## config.mk

```make
export PLATFORM = sky130hd
export DESIGN_NAME = txring_engine
export DESIGN_NICKNAME = d
export VERILOG_FILES = /design/src/rtl/txring_pkg.sv /design/src/rtl/txring_mem.sv /design/src/rtl/txring_regs.sv /design/src/rtl/txring_walker.sv /design/src/rtl/txring_engine.sv
export SDC_FILE = /design/constraint.sdc
export NUM_CORES = 1
export LEC_CHECK = 0
export BUFFER_PORTS_ARGS = -buffer_cell sky130_fd_sc_hd__buf_2
export CORE_MARGIN = 1
export CORE_UTILIZATION = 33
export CTS_CLUSTER_SIZE = 14
export DETAILED_ROUTE_END_ITERATION = 8
export PLACE_DENSITY = 0.61
export SETUP_SLACK_MARGIN = 0.15
export SYNTH_ARGS = -nofsm -noshare
export SYNTH_HDL_FRONTEND = slang
export SYNTH_SLANG_ARGS = --single-unit
```

## constraint.sdc

```tcl
create_clock -name clk_i -period 8.1 [get_ports clk_i]
set_clock_uncertainty 0.15 [all_clocks]
set_input_delay 0.81 -clock clk_i [delete_from_list [all_inputs] [get_ports clk_i]]
set_output_delay 0.81 -clock clk_i [all_outputs]
set_load 0.01 [all_outputs]
```

## src/rtl/txring_pkg.sv

```systemverilog
package txring_pkg;
  localparam int DESC_W = 32;
  localparam int FLG_ISO  = 0;
  localparam int FLG_DONE = 1;
  localparam int FLG_POST = 2;
  localparam int FLG_IRQ  = 3;
  localparam int CTRL_EN  = 31;

  typedef enum logic [1:0] {
    ST_IDLE = 2'd0,
    ST_XFER = 2'd1,
    ST_WB   = 2'd2
  } eng_state_e;

  typedef enum logic [1:0] {
    RA_HEAD  = 2'd0,
    RA_COUNT = 2'd1,
    RA_CTRL  = 2'd2
  } reg_addr_e;
endpackage

```

## src/rtl/txring_mem.sv

```systemverilog
module txring_mem #(
  parameter int DEPTH = 8,
  parameter int DW    = 32,
  localparam int IW   = (DEPTH > 1) ? $clog2(DEPTH) : 1
) (
  input  logic          clk_i,
  input  logic          sw_we_i,
  input  logic [IW-1:0] sw_addr_i,
  input  logic [DW-1:0] sw_wdata_i,
  output logic [DW-1:0] sw_rdata_o,
  input  logic          eng_we_i,
  input  logic [IW-1:0] eng_addr_i,
  input  logic [DW-1:0] eng_wdata_i,
  output logic [DW-1:0] eng_rdata_o
);
  logic [DW-1:0] mem_q [DEPTH];

  // software write wins a same-cycle collision
  always_ff @(posedge clk_i) begin
    if (sw_we_i && (int'(sw_addr_i) < DEPTH)) begin
      mem_q[sw_addr_i] <= sw_wdata_i;
    end else if (eng_we_i && (int'(eng_addr_i) < DEPTH)) begin
      mem_q[eng_addr_i] <= eng_wdata_i;
    end
  end

  assign sw_rdata_o  = mem_q[sw_addr_i];
  assign eng_rdata_o = mem_q[eng_addr_i];
endmodule

```

## src/rtl/txring_regs.sv

```systemverilog
module txring_regs
  import txring_pkg::*;
#(
  parameter int DEPTH = 8,
  localparam int IW   = (DEPTH > 1) ? $clog2(DEPTH) : 1,
  localparam int CW   = $clog2(DEPTH + 1)
) (
  input  logic          clk_i,
  input  logic          rst_ni,
  input  logic          we_i,
  input  logic [1:0]    addr_i,
  input  logic [31:0]   wdata_i,
  output logic [IW-1:0] head_o,
  output logic [CW-1:0] count_o,
  output logic          en_o
);
  always_ff @(posedge clk_i or negedge rst_ni) begin
    if (!rst_ni) begin
      head_o  <= '0;
      count_o <= CW'(DEPTH);
      en_o    <= 1'b0;
    end else if (we_i) begin
      case (reg_addr_e'(addr_i))
        RA_HEAD:  head_o  <= wdata_i[IW-1:0];
        RA_COUNT: count_o <= wdata_i[CW-1:0];
        RA_CTRL:  en_o    <= wdata_i[CTRL_EN];
        default:  ;
      endcase
    end
  end
endmodule

```

## src/rtl/txring_walker.sv

```systemverilog
module txring_walker
  import txring_pkg::*;
#(
  parameter int DEPTH = 8,
  parameter int LAT   = 4,
  parameter int DW    = 32,
  localparam int IW   = (DEPTH > 1) ? $clog2(DEPTH) : 1,
  localparam int CW   = $clog2(DEPTH + 1),
  localparam int LW   = $clog2(LAT + 1)
) (
  input  logic          clk_i,
  input  logic          rst_ni,
  input  logic          en_i,
  input  logic [IW-1:0] head_i,
  input  logic [CW-1:0] count_i,
  input  logic [DW-1:0] rd_i,
  output logic          we_o,
  output logic [DW-1:0] wdata_o,
  output logic [IW-1:0] tail_o,
  output logic          irq_o,
  output logic          err_o
);
  eng_state_e    state_q;
  logic [LW-1:0] cnt_q;
  logic [CW-1:0] tail_inc;
  logic [IW-1:0] tail_nxt;
  logic          pending;

  assign pending  = en_i && (tail_o != head_i);
  assign tail_inc = CW'(tail_o) + CW'(1);
  assign tail_nxt = (tail_inc >= count_i) ? '0 : tail_inc[IW-1:0];
  assign we_o     = (state_q == ST_WB);
  assign wdata_o  = rd_i | (DW'(1) << FLG_DONE);

  always_ff @(posedge clk_i or negedge rst_ni) begin
    if (!rst_ni) begin
      state_q <= ST_IDLE;
      cnt_q   <= '0;
      tail_o  <= '0;
      irq_o   <= 1'b0;
      err_o   <= 1'b0;
    end else begin
      irq_o <= 1'b0;
      case (state_q)
        ST_IDLE: begin
          if (pending) begin
            if (rd_i[FLG_POST]) begin
              state_q <= ST_XFER;
              cnt_q   <= '0;
            end else begin
              err_o <= 1'b1;
            end
          end
        end
        ST_XFER: begin
          if (cnt_q == LW'(LAT - 1)) state_q <= ST_WB;
          else                       cnt_q   <= cnt_q + LW'(1);
        end
        ST_WB: begin
          tail_o  <= tail_nxt;
          irq_o   <= rd_i[FLG_IRQ];
          state_q <= ST_IDLE;
        end
        default: state_q <= ST_IDLE;
      endcase
    end
  end

  AST_DISABLED_IDLE: assert property (@(posedge clk_i) disable iff (!rst_ni)
    (state_q == ST_IDLE && !en_i) |=> (state_q == ST_IDLE));
  AST_EMPTY_IDLE: assert property (@(posedge clk_i) disable iff (!rst_ni)
    (state_q == ST_IDLE && tail_o == head_i) |=> (state_q == ST_IDLE));
  AST_TAIL_IN_RING: assert property (@(posedge clk_i) disable iff (!rst_ni)
    (we_o && count_i != '0 && $stable(count_i)) |=> (CW'(tail_o) < count_i));
  AST_IRQ_ONE_CYCLE: assert property (@(posedge clk_i) disable iff (!rst_ni)
    irq_o |=> !irq_o);
  AST_IRQ_AFTER_WB: assert property (@(posedge clk_i) disable iff (!rst_ni)
    $rose(irq_o) |-> $past(we_o));
  AST_WB_ONLY_POSTED: assert property (@(posedge clk_i) disable iff (!rst_ni)
    we_o |-> rd_i[FLG_POST]);
  AST_ERR_STICKY: assert property (@(posedge clk_i) disable iff (!rst_ni)
    err_o |=> err_o);
  AST_XFER_BOUND: assert property (@(posedge clk_i) disable iff (!rst_ni)
    (state_q == ST_XFER) |-> (int'(cnt_q) < LAT));
endmodule

```

## src/rtl/txring_engine.sv

```systemverilog
module txring_engine
  import txring_pkg::*;
#(
  parameter int DEPTH = 8,
  parameter int LAT   = 4,
  localparam int DW   = DESC_W,
  localparam int IW   = (DEPTH > 1) ? $clog2(DEPTH) : 1,
  localparam int CW   = $clog2(DEPTH + 1)
) (
  input  logic          clk_i,
  input  logic          rst_ni,
  input  logic          reg_we_i,
  input  logic [1:0]    reg_addr_i,
  input  logic [31:0]   reg_wdata_i,
  input  logic          mem_we_i,
  input  logic [IW-1:0] mem_addr_i,
  input  logic [DW-1:0] mem_wdata_i,
  output logic [DW-1:0] mem_rdata_o,
  output logic [IW-1:0] tail_o,
  output logic          irq_o,
  output logic          err_o
);
  logic [IW-1:0] head;
  logic [CW-1:0] count;
  logic          en;
  logic          eng_we;
  logic [DW-1:0] eng_wdata, eng_rdata;

  txring_regs #(.DEPTH(DEPTH)) u_regs (
    .clk_i, .rst_ni,
    .we_i    (reg_we_i),
    .addr_i  (reg_addr_i),
    .wdata_i (reg_wdata_i),
    .head_o  (head),
    .count_o (count),
    .en_o    (en)
  );

  txring_mem #(.DEPTH(DEPTH), .DW(DW)) u_mem (
    .clk_i,
    .sw_we_i     (mem_we_i),
    .sw_addr_i   (mem_addr_i),
    .sw_wdata_i  (mem_wdata_i),
    .sw_rdata_o  (mem_rdata_o),
    .eng_we_i    (eng_we),
    .eng_addr_i  (tail_o),
    .eng_wdata_i (eng_wdata),
    .eng_rdata_o (eng_rdata)
  );

  txring_walker #(.DEPTH(DEPTH), .LAT(LAT), .DW(DW)) u_walker (
    .clk_i, .rst_ni,
    .en_i    (en),
    .head_i  (head),
    .count_i (count),
    .rd_i    (eng_rdata),
    .we_o    (eng_we),
    .wdata_o (eng_wdata),
    .tail_o  (tail_o),
    .irq_o   (irq_o),
    .err_o   (err_o)
  );
endmodule

```

==> metrics.md <==
| Metric | Value |
|---|---|
| Outcome | `completed` |
| DR WL/cell | `21.8 um` |
| Post-synthesis simple-gate area fraction | `2.69%` |
| Design Area, Final | `14700 um^2` |
| Most common cell after layout, fill and taps aside | `edfxtp_1` |
| Routed wire length | `27800 um` |
| Vias per cell | `5.14` |
| Tot Pwr | `3.94 mW` |
| Initial Utilization | `33.8%` |
| Post-cts sizing count | `0` |
| Clock Tree Buf Depth | `3` |
| CORE AREA | `37900 um^2` |
| Post-Synth Adder-Cell Area | `0.682%` |
| Die W | `199 um` |
| Slew @ Worst Pin | `1.06 ns` |
| Layout Nets | `820` |
| Crit path max fanout | `34` |
| Critical Path Start Type | `input pin` |
| Initial antenna violation count | `0` |
| Hold WS | `0.0447 ns` |
| Chip Height | `199 um` |
| CTS Buf Count | `29` |
| DP Wirelength | `15300 um` |
| Vias | `6545` |
| Critical Path Source | `mem_addr_i[0]` |
| Global placement routability congestion | `0.679` |
| Post-route DRC | `0` |
| Antenna diodes | `0` |
| Post-CTS Hold Buffers | `0` |
| Reg2reg end | `u_mem.mem_q[6][22]` |
| R2r setup slk | `4.90 ns` |
| Yosys reg bits | `274` |
| Final setup vio count | `0` |
| Vias in the first global route | `7049` |
| Max Slew Vio Count | `0` |
| Most used cell, CP | `buf_4` |
| Setup TNS Final | `0 ns` |
| Power Dens Cells | `268 nW/um^2` |
| Critical path's top delay family | `buffers and inverters` |
| CTS Sinks | `274` |
| # IOs | `110` |
| Max VDD drop | `0.000168 V` |
| Initial DRC count | `486` |
| Fill cell instance count of the final layout | `3473` |
| Final number of hold-violating endpoints | `0` |
| Routed Antenna Nets | `0` |
| Placed Cells | `1220` |
| Avg Inst Size Synth | `19.4 um^2` |
| Tmin final | `4.07 ns` |
| Clock-pin transition on the worst setup and hold timing paths | `0.06 ns` |
| CP endpoint | `mem_rdata_o[14]` |
| Largest family of logic cells by synthesized area | `multiplexers` |
| Port Buffers | `82` |
| Tot GR Track Use | `14.6%` |
| H-tree depth | `1` |
| Reg-to-Reg Start | `u_walker.tail_o[1]` |
| Pin count of the biggest net entering global routing | `69` |
| CP bufs+invs | `3` |
| Period utilization | `50.2%` |
| Async S/R FF share, synth | `6.57%` |
| Critical-path cell list | `buf_4, buf_4, mux4_2, mux2_2, buf_2` |
| Crit path max-delay cell type | `buf_4` |
| Highest-count cells in the layout ignoring fill and taps | `256 x edfxtp_1, 124 x mux4_2, 81 x buf_2, 40 x mux2_2, 40 x nand2_1` |
| Post-synth EDFFs | `256` |
| Main flop type after synthesis | `edfxtp_1` |
| First-pass GRT wire length | `42900 um` |
| Synthesis warning total | `0` |
| Clock Latency Late Sink | `0.56 ns` |
| First-pass iteration count of the detailed router | `4` |
| Crit. End Element | `primary output` |
| Lkg Pwr | `4.79 nW` |
| Clock Root Buffer | `clkbuf_16` |
| Share of cells above drive strength 1 | `41.5%` |
| Synthesized netlist net count | `740` |
| Postcts setup bufs | `0` |
| Die area | `39700 um^2` |
| Synthesized cell area | `12800 um^2` |
| Worst Hold Class | `in -> async` |
| Fmax | `0.246 GHz` |
| Post-synth cell types | `41` |
| Area delta synth->final | `14.9%` |
| CP arrival | `3.11 ns` |
| Post-synthesis compound-gate area fraction | `2.06%` |
| WP data required | `7.14 ns` |
| Max Cap Viol | `0` |
| Worst path depth | `5` |
| Site row count | `71` |
| Sequential share of the synthesized area | `63.4%` |
| Gate Count Post-Synth | `660` |
| Synth Area in XOR/XNOR | `0.273%` |
| CP Class | `in -> out` |
| GRT Residual Overflow | `0` |
| Biggest cell delay along the critical path | `0.67 ns` |
| Multiplexer area fraction after synthesis | `28.1%` |
| CTS tree | `done` |
| Finished Layout Cells | `1274` |
| RSZ-0062 raised after global routing | `no` |
| Slew headroom | `29.5%` |
| FF-to-FF path depth | `6` |
| Area post-placement | `13700 um^2` |
-- power breakdown --
part	switching, mW	internal (mW)
clock network	0.532	0.849
logic	0.421	0.439
registers	0.0602	1.64
-- cell type report --
class                      instances  area [um^2]  share of cell area, %
sequential                       274         8140                   55.2
multi-input combinational        331         4400                   29.9
clock buffer                      34          744                   5.05
tap                              511          639                   4.34
timing repair buffer              96          518                   3.51
clock inverter                    20          262                   1.77
inverter                           8         30.0                  0.204
-- per-stage QoR --
stage	setup WS (ns)	util [%]
after detailed placement	3.95	36.2
after global routing	3.82	38.9
final	4.03	38.9
after floorplan	4.49	-
after CTS	3.94	38.9
after global placement	3.95	36.2
-- cells by family (layout without fill, tap and decap cells) --
logic type,after synthesis,after routing
flip-flops,274,274
buffers and inverters,55,158
multiplexers,199,199
XOR/XNOR,4,4
AO/OA/AOI/OAI,48,48
AND/OR/NAND/NOR,73,73
adder cells (fa/ha/maj),7,7
-- routing by layer --
metal	GRT usage, %	wire length, um
met5	0	0
met4	3.73	515
met3	2.08	1400
met2	25.4	14000
met1	19.0	11800
-- synth_stat cells (2+ instances only) --
| master | n | area share (%) |
|---|---|---|
| edfxtp_1 | 256 | 60 |
| mux4_2 | 124 | 22 |
| mux2_2 | 40 | 3.5 |
| nand2_1 | 40 | 1.2 |
| o21ai_1 | 35 | 1.4 |
| mux2i_1 | 34 | 2.7 |
| clkbuf_1 | 19 | 0.56 |
| dfrtp_1 | 17 | 3.3 |
| buf_2 | 14 | 0.55 |
| nor2_1 | 12 | 0.35 |
| ha_1 | 7 | 0.68 |
| inv_1 | 7 | 0.20 |
| buf_6 | 6 | 0.53 |
| nor3b_1 | 6 | 0.35 |
| a31oi_1 | 5 | 0.24 |
| buf_12 | 4 | 0.62 |
| nand2b_1 | 4 | 0.19 |
| or3b_1 | 3 | 0.20 |
| xnor2_1 | 3 | 0.20 |
| nor3_1 | 2 | 0.078 |
| o22ai_1 | 2 | 0.097 |
-- worst min path at each step --
stage | from | end | slack (ns) | cells after the start
2_1_floorplan | u_regs.en_o | u_regs.en_o | 0.32 | 1
3_3_place_gp | u_walker.err_o | u_walker.err_o | 0.31 | 1
3_5_place_dp | u_walker.err_o | u_walker.err_o | 0.30 | 1
4_1_cts | rst_ni | u_regs.head_o[0] | 0.03 | 1
5_1_grt | rst_ni | u_regs.head_o[0] | 0.06 | 1
6_report | rst_ni | u_regs.count_o[0] | 0.04 | 1
-- state kept, by name (all words and copies together), names as in the netlist --
register          flops
u_walker.cnt_q        3
u_walker.tail_o       3
u_walker.state_q      2
u_regs.head_o         3
u_mem.mem_q         256
u_walker.err_o        1
u_regs.count_o        4
u_walker.irq_o        1
u_regs.en_o           1
-- worst reg2reg max path, cell delays in order (launching register included) --
cell     delay [ns]
dfrtp_2        0.42
buf_4          0.75
inv_1          0.26
nor3_1         0.23
a31oi_1        0.13
nor2_4         0.36
buf_4          0.52
Power figures use the tool's default switching activity.
